**src/rtl/serial_link_fc.sv**
```systemverilog
module serial_link_fc #(
  parameter int DIV_W = 16,
  parameter int OVS   = 16
) (
  input  logic             clk,
  input  logic             rst_n,
  input  logic             cfg_nine,
  input  logic             cfg_par_en,
  input  logic             cfg_par_odd,
  input  logic             cfg_two_stop,
  input  logic             cfg_half,
  input  logic             cfg_ext_tick,
  input  logic [DIV_W-1:0] cfg_div,
  input  logic             ext_tick,
  input  logic [8:0]       tx_data,
  input  logic             tx_valid,
  output logic             tx_ready,
  output logic             tx_done,
  output logic [8:0]       rx_data,
  output logic             rx_valid,
  input  logic             rx_rd,
  output logic             rx_perr,
  output logic             rx_ferr,
  output logic             rx_ovr,
  output logic             txd,
  input  logic             rxd,
  output logic             sio_o,
  output logic             sio_oe,
  input  logic             sio_i,
  input  logic             cts_n,
  output logic             rts_n
);
  localparam int CW = $clog2(OVS);
  localparam logic [CW-1:0] LAST = CW'(OVS - 1);
  localparam logic [CW-1:0] HALF = CW'(OVS / 2 - 1);

  typedef enum logic [2:0] {R_IDLE, R_START, R_DATA, R_PAR, R_STOP} rx_st_e;

  logic [DIV_W-1:0] dcnt;
  logic tick;
  logic cts_m, cts_s, rx_m, rx_s;

  assign tick = cfg_ext_tick ? ext_tick : (dcnt == cfg_div);

  always_ff @(posedge clk or negedge rst_n)
    if (!rst_n) dcnt <= '0;
    else if (cfg_ext_tick || dcnt == cfg_div) dcnt <= '0;
    else dcnt <= dcnt + 1'b1;

  always_ff @(posedge clk or negedge rst_n)
    if (!rst_n) begin
      cts_m <= 1'b1; cts_s <= 1'b1; rx_m <= 1'b1; rx_s <= 1'b1;
    end else begin
      cts_m <= cts_n; cts_s <= cts_m;
      rx_m  <= cfg_half ? sio_i : rxd; rx_s <= rx_m;
    end

  // transmitter
  logic [8:0]    hold;
  logic          hold_full, busy, load, tbit, tpar;
  logic [12:0]   tsh, tfrm;
  logic [3:0]    tleft, tlen;
  logic [CW-1:0] tcnt;
  logic [8:0]    tword;

  assign tword = cfg_nine ? hold : {1'b0, hold[7:0]};
  assign tpar  = (^tword) ^ cfg_par_odd;
  assign tlen  = 4'd10 + {3'd0, cfg_nine} + {3'd0, cfg_par_en} + {3'd0, cfg_two_stop};
  assign load  = hold_full && !busy && !cts_s;

  always_comb begin
    tfrm = '1;
    tfrm[0] = 1'b0;
    for (int i = 0; i < 9; i++)
      if (i < 8 || cfg_nine) tfrm[i+1] = hold[i];
    if (cfg_par_en) tfrm[cfg_nine ? 10 : 9] = tpar;
  end

  always_ff @(posedge clk or negedge rst_n)
    if (!rst_n) begin
      hold <= '0; hold_full <= 1'b0;
    end else if (tx_valid && !hold_full) begin
      hold <= tx_data; hold_full <= 1'b1;
    end else if (load) hold_full <= 1'b0;

  always_ff @(posedge clk or negedge rst_n)
    if (!rst_n) begin
      tsh <= '1; tleft <= '0; tcnt <= '0; busy <= 1'b0;
    end else if (load) begin
      tsh <= tfrm; tleft <= tlen; tcnt <= '0; busy <= 1'b1;
    end else if (busy && tick) begin
      if (tcnt == LAST) begin
        tcnt  <= '0;
        tsh   <= {1'b1, tsh[12:1]};
        tleft <= tleft - 1'b1;
        if (tleft == 4'd1) busy <= 1'b0;
      end else tcnt <= tcnt + 1'b1;
    end

  assign tbit     = busy ? tsh[0] : 1'b1;
  assign txd      = cfg_half ? 1'b1 : tbit;
  assign sio_o    = tbit;
  assign sio_oe   = cfg_half && busy;
  assign tx_ready = !hold_full;
  assign tx_done  = !hold_full && !busy;

  // receiver
  rx_st_e        rstate;
  logic [CW-1:0] rcnt;
  logic [3:0]    ridx, rlast;
  logic [8:0]    rsh, rword;
  logic          rpar;

  assign rlast = cfg_nine ? 4'd8 : 4'd7;
  assign rword = cfg_nine ? rsh : {1'b0, rsh[7:0]};

  always_ff @(posedge clk or negedge rst_n)
    if (!rst_n) begin
      rstate <= R_IDLE; rcnt <= '0; ridx <= '0; rsh <= '0; rpar <= 1'b0;
      rx_data <= '0; rx_valid <= 1'b0; rx_perr <= 1'b0; rx_ferr <= 1'b0; rx_ovr <= 1'b0;
    end else begin
      if (rx_rd) begin
        rx_valid <= 1'b0; rx_perr <= 1'b0; rx_ferr <= 1'b0; rx_ovr <= 1'b0;
      end
      case (rstate)
        R_IDLE:
          if (!rx_s) begin rstate <= R_START; rcnt <= '0; end
        R_START:
          if (tick) begin
            if (rcnt == HALF) begin
              rcnt <= '0; ridx <= '0; rsh <= '0;
              rstate <= rx_s ? R_IDLE : R_DATA;
            end else rcnt <= rcnt + 1'b1;
          end
        R_DATA:
          if (tick) begin
            if (rcnt == LAST) begin
              rcnt <= '0;
              rsh[ridx] <= rx_s;
              if (ridx == rlast) rstate <= cfg_par_en ? R_PAR : R_STOP;
              else ridx <= ridx + 1'b1;
            end else rcnt <= rcnt + 1'b1;
          end
        R_PAR:
          if (tick) begin
            if (rcnt == LAST) begin
              rcnt <= '0; rpar <= rx_s; rstate <= R_STOP;
            end else rcnt <= rcnt + 1'b1;
          end
        R_STOP:
          if (tick) begin
            if (rcnt == LAST) begin
              rcnt <= '0;
              rstate <= R_IDLE;
              if (rx_valid && !rx_rd) rx_ovr <= 1'b1;
              else begin
                rx_valid <= 1'b1;
                rx_data  <= rword;
                rx_perr  <= cfg_par_en && (rpar != ((^rword) ^ cfg_par_odd));
                rx_ferr  <= !rx_s;
                rx_ovr   <= 1'b0;
              end
            end else rcnt <= rcnt + 1'b1;
          end
        default: rstate <= R_IDLE;
      endcase
    end

  assign rts_n = rx_valid;
endmodule


```
**config.mk**
```make
export PLATFORM = sky130hd
export DESIGN_NAME = serial_link_fc
export DESIGN_NICKNAME = d
export VERILOG_FILES = /design/src/rtl/serial_link_fc.sv
export SDC_FILE = /design/constraint.sdc
export NUM_CORES = 1
export LEC_CHECK = 0
export CORE_ASPECT_RATIO = 0.75
export CORE_MARGIN = 5
export CORE_UTILIZATION = 55
export DETAILED_ROUTE_END_ITERATION = 6
export PLACE_DENSITY = 0.79
export SLEW_MARGIN = 20
export SYNTH_ARGS = -nofsm -noshare
export SYNTH_HDL_FRONTEND = slang
export SYNTH_SLANG_ARGS = --single-unit
```
**constraint.sdc**
```tcl
create_clock -name clk -period 3.68 [get_ports clk]
set_clock_uncertainty 0.2 [all_clocks]
set_input_delay 0.552 -clock clk [delete_from_list [all_inputs] [get_ports clk]]
set_output_delay 0.552 -clock clk [all_outputs]
set_load 0.02 [all_outputs]
```
Word level (Yosys, flattened, before mapping)
Cells that the tools add are included.
{"block": "word_totals", "regBits": 86, "in_bits": 39, "output_inout_bits": 19, "word_cells": 175}
{"block": "classes", "add_sub_neg": 8, "magnitude_cmp": 4, "n_eq_ne": 23, "mux": 82, "n_bitwise": 3, "n_reduce_logical": 34}
{"op": "$mux W4", "count": 17}
{"op": "$mux W9", "count": 6}
{"op": "$mux W13", "count": 4}
{"op": "$mux W1", "count": 33}
{"op": "$mux W3", "count": 11}
{"op": "$ne A2 B2 Y1 const B", "count": 11}
{"op": "$pmux W9 S2", "count": 1}
{"op": "$reduce_xor A9 Y1", "count": 2}
{"op": "$add A16 B1 Y16 const B", "count": 1}
{"op": "$eq A16 B16 Y1", "count": 1}
{"op": "$mux W16", "count": 1}
{"op": "$pmux W3 S5", "count": 1}
{"op": "$bwmux W13", "count": 1}
{"op": "$add A4 B1 Y4 const B", "count": 3}
{"op": "$pmux W4 S3", "count": 1}
{"op": "$logic_and A1 B1 Y1", "count": 10}
{"op": "$lt A4 B5 Y1 const B", "count": 2}
{"op": "$reduce_and A10 Y1", "count": 1}
{"op": "$reduce_bool A2 Y1", "count": 5}
{"op": "$bwmux W9", "count": 1}
{"op": "$add A4 B1 Y4", "count": 2}
{"op": "$demux W1 S4", "count": 2}
{"op": "$eq A4 B4 Y1 const B", "count": 2}
{"op": "$ge A4 B1 Y1 const B", "count": 2}
{"op": "other kinds (24)", "count": 33}

Longest topological paths before layout
Gate-level depths: netlist (run 1).
{"block": "depth", "word_depth": 9, "mapped_depth": 8, "ltp_nobuf": 7}

Worst setup path before layout (run 1)
Ideal clock, no wire load.
{"block": "synth_path", "kind": "input to register", "startpoint": "input cfg_div[10]", "endpoint": "register rx_data[1]", "setup_time_ns": 0.125, "arrival_ns": 2.424, "required_time_ns": 3.355, "slack_ns": 0.932, "cell_stages": 8, "path_buffers": 2, "path_cell_list": "xnor2_1 nand4_1 or4_1 buf_6 o21ai_4 and3_1 buf_6 mux2_2"}
{"block": "synth_between", "elab_chain_len": 3}
{"item": "start: declaration", "line_no": "13", "source": "input logic [DIV_W-1:0] cfg_div,"}
{"item": "$eq A16 B16 Y1", "line_no": "43", "source": "assign tick = cfg_ext_tick ? ext_tick : (dcnt == cfg_div);"}
{"item": "$mux W1", "line_no": "43"}
{"item": "$reduce_and A4 Y1 (no line)"}
{"item": "end signal: assignment", "line_no": "158", "source": "rx_data <= rword;"}
{"item": "end: declaration", "line_no": "19", "source": "output logic [8:0] rx_data,"}
Every way passes these cells.
A chain may end at the register's enable or synchronous reset.

Worst setup path in the final report (run 1)
{"block": "layout_path", "startpoint": "input cfg_div[14]", "endpoint": "register rx_ferr"}
{"block": "layout_between", "elab_chain_len": 4}
{"item": "$eq A16 B16 Y1", "line_no": "43"}
{"item": "$mux W1", "line_no": "43"}
{"item": "$mux W1", "line_no": "151", "source": "if (tick) begin"}
{"item": "$mux W1", "line_no": "125", "source": "case (rstate)"}
{"item": "end signal: assignment", "line_no": "160", "source": "rx_ferr <= !rx_s;"}
{"item": "end: declaration", "line_no": "23", "source": "output logic rx_ferr,"}
Every way passes these cells.

==> results of run 1 <==
[flip-flops by register name, indices dropped and copies added (netlist names), 3 cells and up]
signal / count
dcnt: 16
hold: 9
rcnt: 4
ridx: 4
rsh: 9
rstate: 3
rx_data: 9
tcnt: 4
tleft: 4
tsh: 11
[per-stage QoR]
step	instance area [um2]	hold WS, ns	utilization [%]
final	5460	0.0332	68.3
after global routing	5460	0.0896	68.3
after CTS	5450	0.162	68.3
after detailed placement	5220	0.148	65.4
after global placement	5220	0.146	65.4
after floorplan	4570	0.0564	-
[cell usage in the layout, fill, tap and decap left out, drive strengths merged, types with 2 or more instances in the layout]
master	synthesis	final
dfrtp	69	69
clkdlybuf4s50	0	56
nor2	44	44
xnor2	40	40
o21ai	33	33
nand2	25	25
mux2	22	22
inv	19	22
nand3	19	19
a21oi	15	15
dfstp	15	15
o31ai	14	14
and3	13	13
nand4	12	12
xor2	11	11
clkbuf	17	10
mux2i	9	9
ha	9	9
buf	5	7
a221o	6	6
nor3	5	5
nand2b	4	4
nor2b	4	4
or3	4	4
and2	3	3
nor3b	3	3
a32o	2	2
a31oi	2	2
or3b	2	2
a21o	2	2
a211oi	2	2
bufinv	0	2
o21a	2	2
o41ai	2	2
[area by class of cell]
type / instances / area (um2)
fill: 647 / 2530
tap: 105 / 131
clock inverter: 6 / 93.8
inverter: 19 / 71.3
timing repair buffer: 63 / 629
multi-input combinational: 324 / 2270
sequential: 84 / 2120
clock buffer: 10 / 138
[critical path, stage by stage]
cell and delay [ns]:
clkdlybuf4s50_1 0.48, xnor2_1 0.13, nand4_1 0.19, or4_1 0.77
o21a_4 0.36, or3_1 0.35, a32o_1 0.28
[worst max path at each step]
stage,end
final,rx_ferr
after global routing,rx_ferr
after CTS,rx_ferr
after detailed placement,rx_ferr
after global placement,rx_perr
after floorplan,rx_data[1]
[metal layers]
layer | up-vias | global-route usage (%)
met4 | 0 | 4.69
met3 | 14 | 5.07
met5 | - | 0
met2 | 120 | 32.1
met1 | 1763 | 29.9
li1 | 1693 | -
[synthesized netlist by cell type, types with 4 or more instances]
| cell | n |
|---|---|
| nand2_1 | 25 |
| nor3_1 | 5 |
| dfrtp_1 | 69 |
| nand4_1 | 12 |
| nand3_1 | 19 |
| a21oi_1 | 15 |
| ha_1 | 9 |
| xnor2_1 | 40 |
| o21ai_0 | 30 |
| mux2i_1 | 9 |
| nor2b_1 | 4 |
| o31ai_1 | 13 |
| a221o_1 | 6 |
| xor2_1 | 11 |
| clkbuf_1 | 17 |
| inv_1 | 19 |
| dfstp_2 | 15 |
| mux2_2 | 22 |
| nor2_1 | 44 |
| and3_1 | 13 |
| nand2b_1 | 4 |
[logic make-up (layout without fill, tap and decap cells)]
family,after synthesis,after routing
adder cells (fa/ha/maj),10,10
XOR/XNOR,51,51
flip-flops,84,84
AND/OR/NAND/NOR,142,142
multiplexers,31,31
buffers and inverters,41,98
AO/OA/AOI/OAI,90,90
[power by group]
| part | total, mW | switching (mW) | leakage [nW] | internal (mW) |
|---|---|---|---|---|
| combinational | 0.962 | 0.472 | 1.14 | 0.490 |
| clock | 0.768 | 0.359 | 0.114 | 0.408 |
| sequential | 1.39 | 0.231 | 1.04 | 1.16 |
| total | 3.12 | 1.06 | 2.30 | 2.05 |
==> qor.csv, run 1 <==
metric;value;unit
cts_tree;done;
r2r_end;rx_ferr;
slew_headroom;45.3;%
yosys_most_used_dff;dfrtp_1;
floorplan.initialDensity;57.2;%
grt_setup_unrepaired;false;
worstReg2RegStart;dcnt[12];
synthToLayoutAreaGrowth;19.4;%
top_layer;met4;
vias_per_cell;5.88;
crit_start;cfg_div[14];
synth.distinct_cells;56;
initialDrtViolationCount;195;
met3_length;694;um
finalSetupViolations;0;
crit_type;primary input to register;
crit_arrival;3.11;ns
die_w;115;um
ctsResizeCount;0;
grt_pass1_wl;16900;um
wire_per_inst;16.5;um
synthDominantCellAreaShare;37.8;%
path_clk_slew;0.09;ns
syn_area_per_cell;10.2;um2
cts_buffers;9;
num_antenna_cells;0;
synth_top_family_by_area;simple AND/OR/NAND/NOR gates;
clk_latency;0.37;ns
finalPower;3.12;mW
syn_inst;449;
final_hold_viol_count;0;
synth_xor_area_share;9.77;%
ir_drop;0.324;mV
die_y;89.0;um
maxCapViolCount;0;
antenna_found_initial;0;
rows;28;
clock-sinks;84;
grt_pass1_vias;3501;
synth_area;4570;um2
route.met2.wl;4460;um
power.density;571;nW/um2
status;finished, final reports clean;
grt_max_degree;85;
synth-edff-count;0;
max_freq;0.327;GHz
fin_setup_tns;0;ns
fin_nets;550;
io_pins;58;
synthAdderAreaFrac;2.90;%
ys_seq_area_share;46.4;%
post_cts_buffers;0;
routabilityCongestion;0.840;
rrSetupSlack;0.82;ns
cp-end-kind;register;
tightest_slew;0.818;ns
slew_viol_final;0;
dpl_worst_slack;0.275;ns
fin_crit;3.06;ns
port_buffers;57;
yosys_warnings;0;
p_leak;2.30;nW
synthMuxAreaShare;7.39;%
clockBufferDepth;2;
cts_root_buf;clkbuf_8;
yosysTopAreaCell;dfrtp_1;
dp_cells;595;
syn_nets;498;
grt.overflow.total;0;
drive_gt1_share;13.8;%
synthArstFlopShare;100;%
drtPass1Iterations;4;
grtUsageTotal;20.8;%
synthTopCellsByArea;dfrtp_1, dfstp_2, xnor2_1;
h-tree-depth;3;
postLayoutSetupSlackWorst;0.623;ns
r2r_cells;6;
drc;0;
synth_compound_area_share;14.2;%
vias;3590;
core_area;7990;um2
period_share;83.1;%
die_area;10300;um2
crit_path_start_kind;primary input;
wl_met1;4800;um
required;3.74;ns
wl;10100;um
crit_fanout;16;
synthSimpleGateAreaFrac;15.5;%
hold_buffers;0;
ant_nets;0;
hpwl;7040;um
yosys_register_bits;84;
hold_class;primary input to asynchronous set/reset pin;
final_cells;611;
(Power assumes the default switching activity.)
==> run 2: changes to the inputs <==
==> constraint.sdc (replaced) <==
create_clock -name clk -period 2.9 [get_ports clk]
set_clock_uncertainty 0.2 [all_clocks]
set_input_delay 0.435 -clock clk [delete_from_list [all_inputs] [get_ports clk]]
set_output_delay 0.435 -clock clk [all_outputs]
set_load 0.02 [all_outputs]
==> qor.csv, run 2 (synthesized netlist as in run 1, its figures left out) <==
metric;value;unit;change
cpPeakStageDelay;0.60;ns;-0.17 ns
max_freq;0.374;GHz;
grt_pass1_wl;17900;um;+6.2%
hpwl;7580;um;+7.7%
cp-end-kind;register;;
rrSetupSlack;0.28;ns;-0.54 ns
tightest_slew;0.750;ns;-0.0679 ns
routabilityCongestion;0.887;;+5.6%
maxCapViolCount;0;;unchanged
synthToLayoutAreaGrowth;21.5;%;
io_pins;58;;unchanged
grt_pass1_vias;3726;;+6.4%
period_share;92.2;%;
wire_per_inst;16.5;um;+0.26%
final_common_cell;dfrtp_1;;
crit_chain;clkdlybuf4s50_1 -> xnor2_1 -> nand4_1 -> or4_4 -> buf_4 -> o31ai_4 -> o21ai_0 -> a22o_1;;
timing.hold.ws;0.160;ns;+0.127 ns
crit_type;primary input to register;;
final_hold_viol_count;0;;unchanged
antenna_found_initial;0;;unchanged
clockPowerShare;21.0;%;-3.6 points
grt_setup_unrepaired;false;;
wl;10400;um;+2.9%
largest_register_ffs;16;;unchanged
swShare;35.9;%;+1.9 points
post_cts_buffers;0;;unchanged
grtUsageTotal;22.0;%;+1.2 points
top_register;dcnt;;
ir_drop;0.486;mV;+50%
fill_cells;604;;-6.6%
grt.met1_usage;29.7;%;-0.25 points
rows;28;;unchanged
met3_usage;6.56;%;+1.5 points
grt_max_degree;46;;-46%
finalSetupViolations;0;;unchanged
multiInputGateArea;2280;um2;+0.16%
cts_buffers;9;;unchanged
power.density;684;nW/um2;+20%
cts_root_buf;clkbuf_8;;
p_int;2.43;mW;+19%
hold_class;register to register;;
reg.largest.list;dcnt: 16 flops, tsh: 11 flops;;
clock-sinks;84;;unchanged
fin_crit;2.67;ns;
initialDrtViolationCount;300;;+54%
num_antenna_cells;0;;unchanged
die_w;115;um;unchanged
worst_path_max_delay_cell;or4_4;;
clk_latency;0.38;ns;about the same
drtPass1Iterations;4;;unchanged
path_clk_slew;0.09;ns;about the same
drc;0;;unchanged
fin_nets;566;;+2.9%
floorplan.initialDensity;57.2;%;unchanged
die_area;10300;um2;unchanged
seqCellArea;2120;um2;unchanged
switchingPower;1.37;mW;+29%
die_y;89.0;um;unchanged
required;2.97;ns;-0.77 ns
h-tree-depth;3;;unchanged
grt.overflow.total;0;;unchanged
clockBufferDepth;2;;unchanged
grtUsageMet2;34.8;%;+2.6 points
vias_per_cell;5.78;;-1.7%
grt_busiest_layer;met2;;
crit_path_start_kind;primary input;;
slew_headroom;49.6;%;+4.3 points
status;finished, final reports clean;;
crit_fanout;6;;-10
fin_area;5560;um2;+1.8%
slew_viol_final;0;;unchanged
dpl_cell_area;5360;um2;+2.6%
final_cell_mix;dfrtp_1, clkdlybuf4s50_1, nor2_1, xnor2_1, o21ai_0;;
vias;3622;;+0.89%
port_buffers;57;;unchanged
crit_arrival;2.74;ns;-0.37 ns
ant_nets;0;;unchanged
cts_tree;done;;
drive_gt1_share;16.5;%;+2.6 points
finalPower;3.80;mW;+22%
seqPwrFrac;45.8;%;+1.3 points
p_leak;2.36;nW;+2.5%
comb_power_share;33.2;%;+2.3 points
core_area;7990;um2;unchanged
## run 2: timing repair
action	CTS	global route
hold buffers	1	0
hold endpoints to repair	26	0
resized for setup	0	1
setup endpoints to repair	0	3
## run 2: worst max-delay path: cells and delay by family
kind                   cells  cell delay (ns)
AO/OA/AOI/OAI              3             0.71
buffers and inverters      2             0.60
AND/OR/NAND/NOR            2             0.79
XOR/XNOR                   1             0.20
## run 2: final cells by class
type	instances	share of cell area, %
multi-input combinational	324	41.0
sequential	84	38.2
timing repair buffer	79	13.9
tap	105	2.36
clock buffer	9	2.23
inverter	19	1.28
clock inverter	7	1.04
## run 2: metal layers
metal,vias up,part of all wire [%]
li1,1714,-
met1,1785,46
met2,112,46
met3,11,7.0
met4,0,1.2
met5,-,0
## run 2: final timing paths
| path | from | endpoint | cells past startpoint |
|---|---|---|---|
| min | cts_m | cts_s | 0 |
| max reg2reg | dcnt[11] | rcnt[2] | 7 |
| min reg2reg | cts_m | cts_s | 0 |
| max in group asynchronous | rst_n | rx_s | 3 |
| max | cfg_div[13] | rcnt[2] | 8 |
| min in group asynchronous | rst_n | rx_data[6] | 2 |
## run 2: power groups by stage
stage,Combinational (mW),Clock (mW),Sequential (mW)
after CTS,1.27,0.818,1.73
after detailed placement,1.26,0,1.76
after global routing,1.40,0.872,1.78
after floorplan,1.02,0,1.63
after global placement,1.21,0,1.73
final,1.26,0.798,1.74
## run 2: per-stage QoR
| stage | instances | worst slack, ns | setup TNS, ns | util (%) |
|---|---|---|---|---|
| floorplan | 449 | 0.269 | 0 | - |
| CTS | 627 | 0.0932 | 0 | 69.5 |
| global route | 627 | 0.109 | 0 | 69.5 |
| global placement | 610 | -0.249 | -8.22 | 67.1 |
| finish | 627 | 0.227 | 0 | 69.5 |
| detailed placement | 610 | -0.302 | -9.58 | 67.1 |
==> run 3: changes to the inputs <==
--- a/config.mk
+++ b/config.mk
@@ -5,12 +5,10 @@
 export SDC_FILE = /design/constraint.sdc
 export NUM_CORES = 1
 export LEC_CHECK = 0
-export CORE_ASPECT_RATIO = 0.75
 export CORE_MARGIN = 5
 export CORE_UTILIZATION = 55
 export DETAILED_ROUTE_END_ITERATION = 6
 export PLACE_DENSITY = 0.79
-export SLEW_MARGIN = 20
 export SYNTH_ARGS = -nofsm -noshare
 export SYNTH_HDL_FRONTEND = slang
 export SYNTH_SLANG_ARGS = --single-unit
==> qor.csv, run 3 (synthesized netlist as in run 1, its figures left out) <==
metric;value;unit;change
period_share;96.5;%;+4.3 points
h-tree-depth;3;;unchanged
routabilityCongestion;0.849;;-4.2%
drtPass1Iterations;5;;+1
crit_chain;clkdlybuf4s50_1 -> xnor2_1 -> nand4_1 -> or4_4 -> o21a_4 -> buf_4 -> o31ai_1 -> o21ai_0;;
slew_viol_final;0;;unchanged
reg.largest.list;dcnt: 16 flops, tsh: 11 flops;;
grt_pass1_vias;3657;;-1.9%
endpoint;rsh[7];;
core_area;8180;um2;+2.3%
grtUsageTotal;20.3;%;-1.7 points
cp_num_cells;8;;unchanged
clockBufferDepth;2;;unchanged
cpPeakStageDelay;0.65;ns;+0.05 ns
status;finished, final reports clean;;
met3_usage;3.65;%;-2.9 points
r2r_end;rsh[7];;
post_cts_buffers;0;;unchanged
floorplan.initialDensity;55.9;%;-1.3 points
fill_cells;631;;+4.5%
drc;0;;unchanged
required;2.92;ns;-0.05 ns
swShare;34.0;%;-1.9 points
grt_busiest_layer;met2;;
ir_drop;0.520;mV;+6.9%
hpwl;7020;um;-7.3%
finalPower;3.78;mW;-0.56%
fin_crit;2.80;ns;+0.125 ns
ctsResizeCount;0;;unchanged
hold_class;primary input to asynchronous set/reset pin;;
die_w;101;um;-12%
final_common_cell;dfrtp_1;;
tightest_slew;0.998;ns;+0.247 ns
cts_tree;done;;
grt_setup_unrepaired;false;;
fin_setup_tns;0;ns;unchanged
p_leak;2.34;nW;-0.45%
crit_start;cfg_div[10];;
ant_nets;0;;unchanged
die_area;10200;um2;-0.18%
final_hold_viol_count;0;;unchanged
clk_latency;0.35;ns;-0.03 ns
num_antenna_cells;0;;unchanged
wire_per_inst;15.3;um;-7.5%
switchingPower;1.29;mW;-5.9%
grt_pass1_wl;16800;um;-6.5%
grtUsageMet2;33.5;%;-1.3 points
grt.met1_usage;26.5;%;-3.1 points
antenna_found_initial;0;;unchanged
vias;3584;;-1.0%
clock-sinks;84;;unchanged
fin_area;5540;um2;-0.36%
io_pins;58;;unchanged
cts_buffers;9;;unchanged
max_freq;0.357;GHz;-4.5%
initialDrtViolationCount;183;;-39%
rrSetupSlack;0.19;ns;-0.09 ns
path_clk_slew;0.09;ns;about the same
drive_gt1_share;16.2;%;-0.32 points
hold_buffers;0;;-1
synthToLayoutAreaGrowth;21.1;%;
fin_nets;564;;-0.35%
post-route-util;67.7;%;-1.8 points
postLayoutSetupSlackWorst;0.102;ns;-0.125 ns
clockPowerShare;21.9;%;+0.9 points
p_int;2.49;mW;+2.4%
largest_register_ffs;16;;unchanged
rows;33;;+18%
crit_family;simple AND/OR/NAND/NOR gates;;
r2r_cells;7;;unchanged
grt_max_degree;81;;+76%
crit_path_start_kind;primary input;;
cts_root_buf;clkbuf_8;;
wl;9550;um;-7.8%
final_cell_mix;dfrtp_1, clkdlybuf4s50_1, nor2_1, xnor2_1, o21ai_0;;
comb_power_share;31.9;%;-1.3 points
cp-end-kind;register;;
crit_fanout;9;;+3
seqPwrFrac;46.2;%;+0.4 points
cp.buffers_inverters;2;;unchanged
vias_per_cell;5.73;;-0.73%
dpl_cell_area;5340;um2;-0.37%
power.density;683;nW/um2;-0.20%
crit_type;primary input to register;;
die_y;101;um;+14%
grt.overflow.total;0;;unchanged
final_cells;625;;-0.32%
finalSetupViolations;0;;unchanged
dp_cells;609;;-0.16%
port_buffers;57;;unchanged
timing.hold.ws;0.0322;ns;-0.128 ns
worst_path_max_delay_cell;or4_4;;
slew_headroom;33.5;%;-16 points
crit_arrival;2.81;ns;+0.07 ns
maxCapViolCount;0;;unchanged
top_register;dcnt;;
dpl_worst_slack;-0.331;ns;-0.0290 ns
worstReg2RegStart;dcnt[2];;
run 3: worst min-delay path by stage:
stage          startpoint  endpoint  slack (ns)  depth (start not counted)
6_report            rst_n   hold[1]        0.03                          1
5_1_grt             rst_n   hold[1]        0.13                          1
4_1_cts             rst_n   hold[1]        0.08                          1
3_5_place_dp        cts_m     cts_s        0.15                          0
3_3_place_gp        cts_m     cts_s        0.15                          0
2_1_floorplan       rst_n      busy       -0.06                          0
run 3: cell type report:
class	instances	area [um2]	area share (%)
Tap cell	105	131	2.37
Clock buffer	10	128	2.31
Inverter	19	71.3	1.29
Multi-Input combinational cell	324	2280	41.1
Timing Repair Buffer	77	743	13.4
Sequential cell	84	2120	38.3
Clock inverter	6	63.8	1.15
run 3: per-layer routing:
metal  up-vias  share of wire [%]  routed length, um
met5         -                  0                  0
met4         0                1.9                182
met3        14                4.6                437
met2        78                 50               4750
met1      1773                 44               4180
li1       1719                  -                  -
run 3: power by group through the flow:
stage	clock network [mW]	registers [mW]	logic (mW)
after CTS	0.842	1.74	1.22
final	0.827	1.75	1.21
after global placement	0	1.75	1.16
after floorplan	0	1.63	1.02
after global routing	0.890	1.79	1.36
after detailed placement	0	1.77	1.21
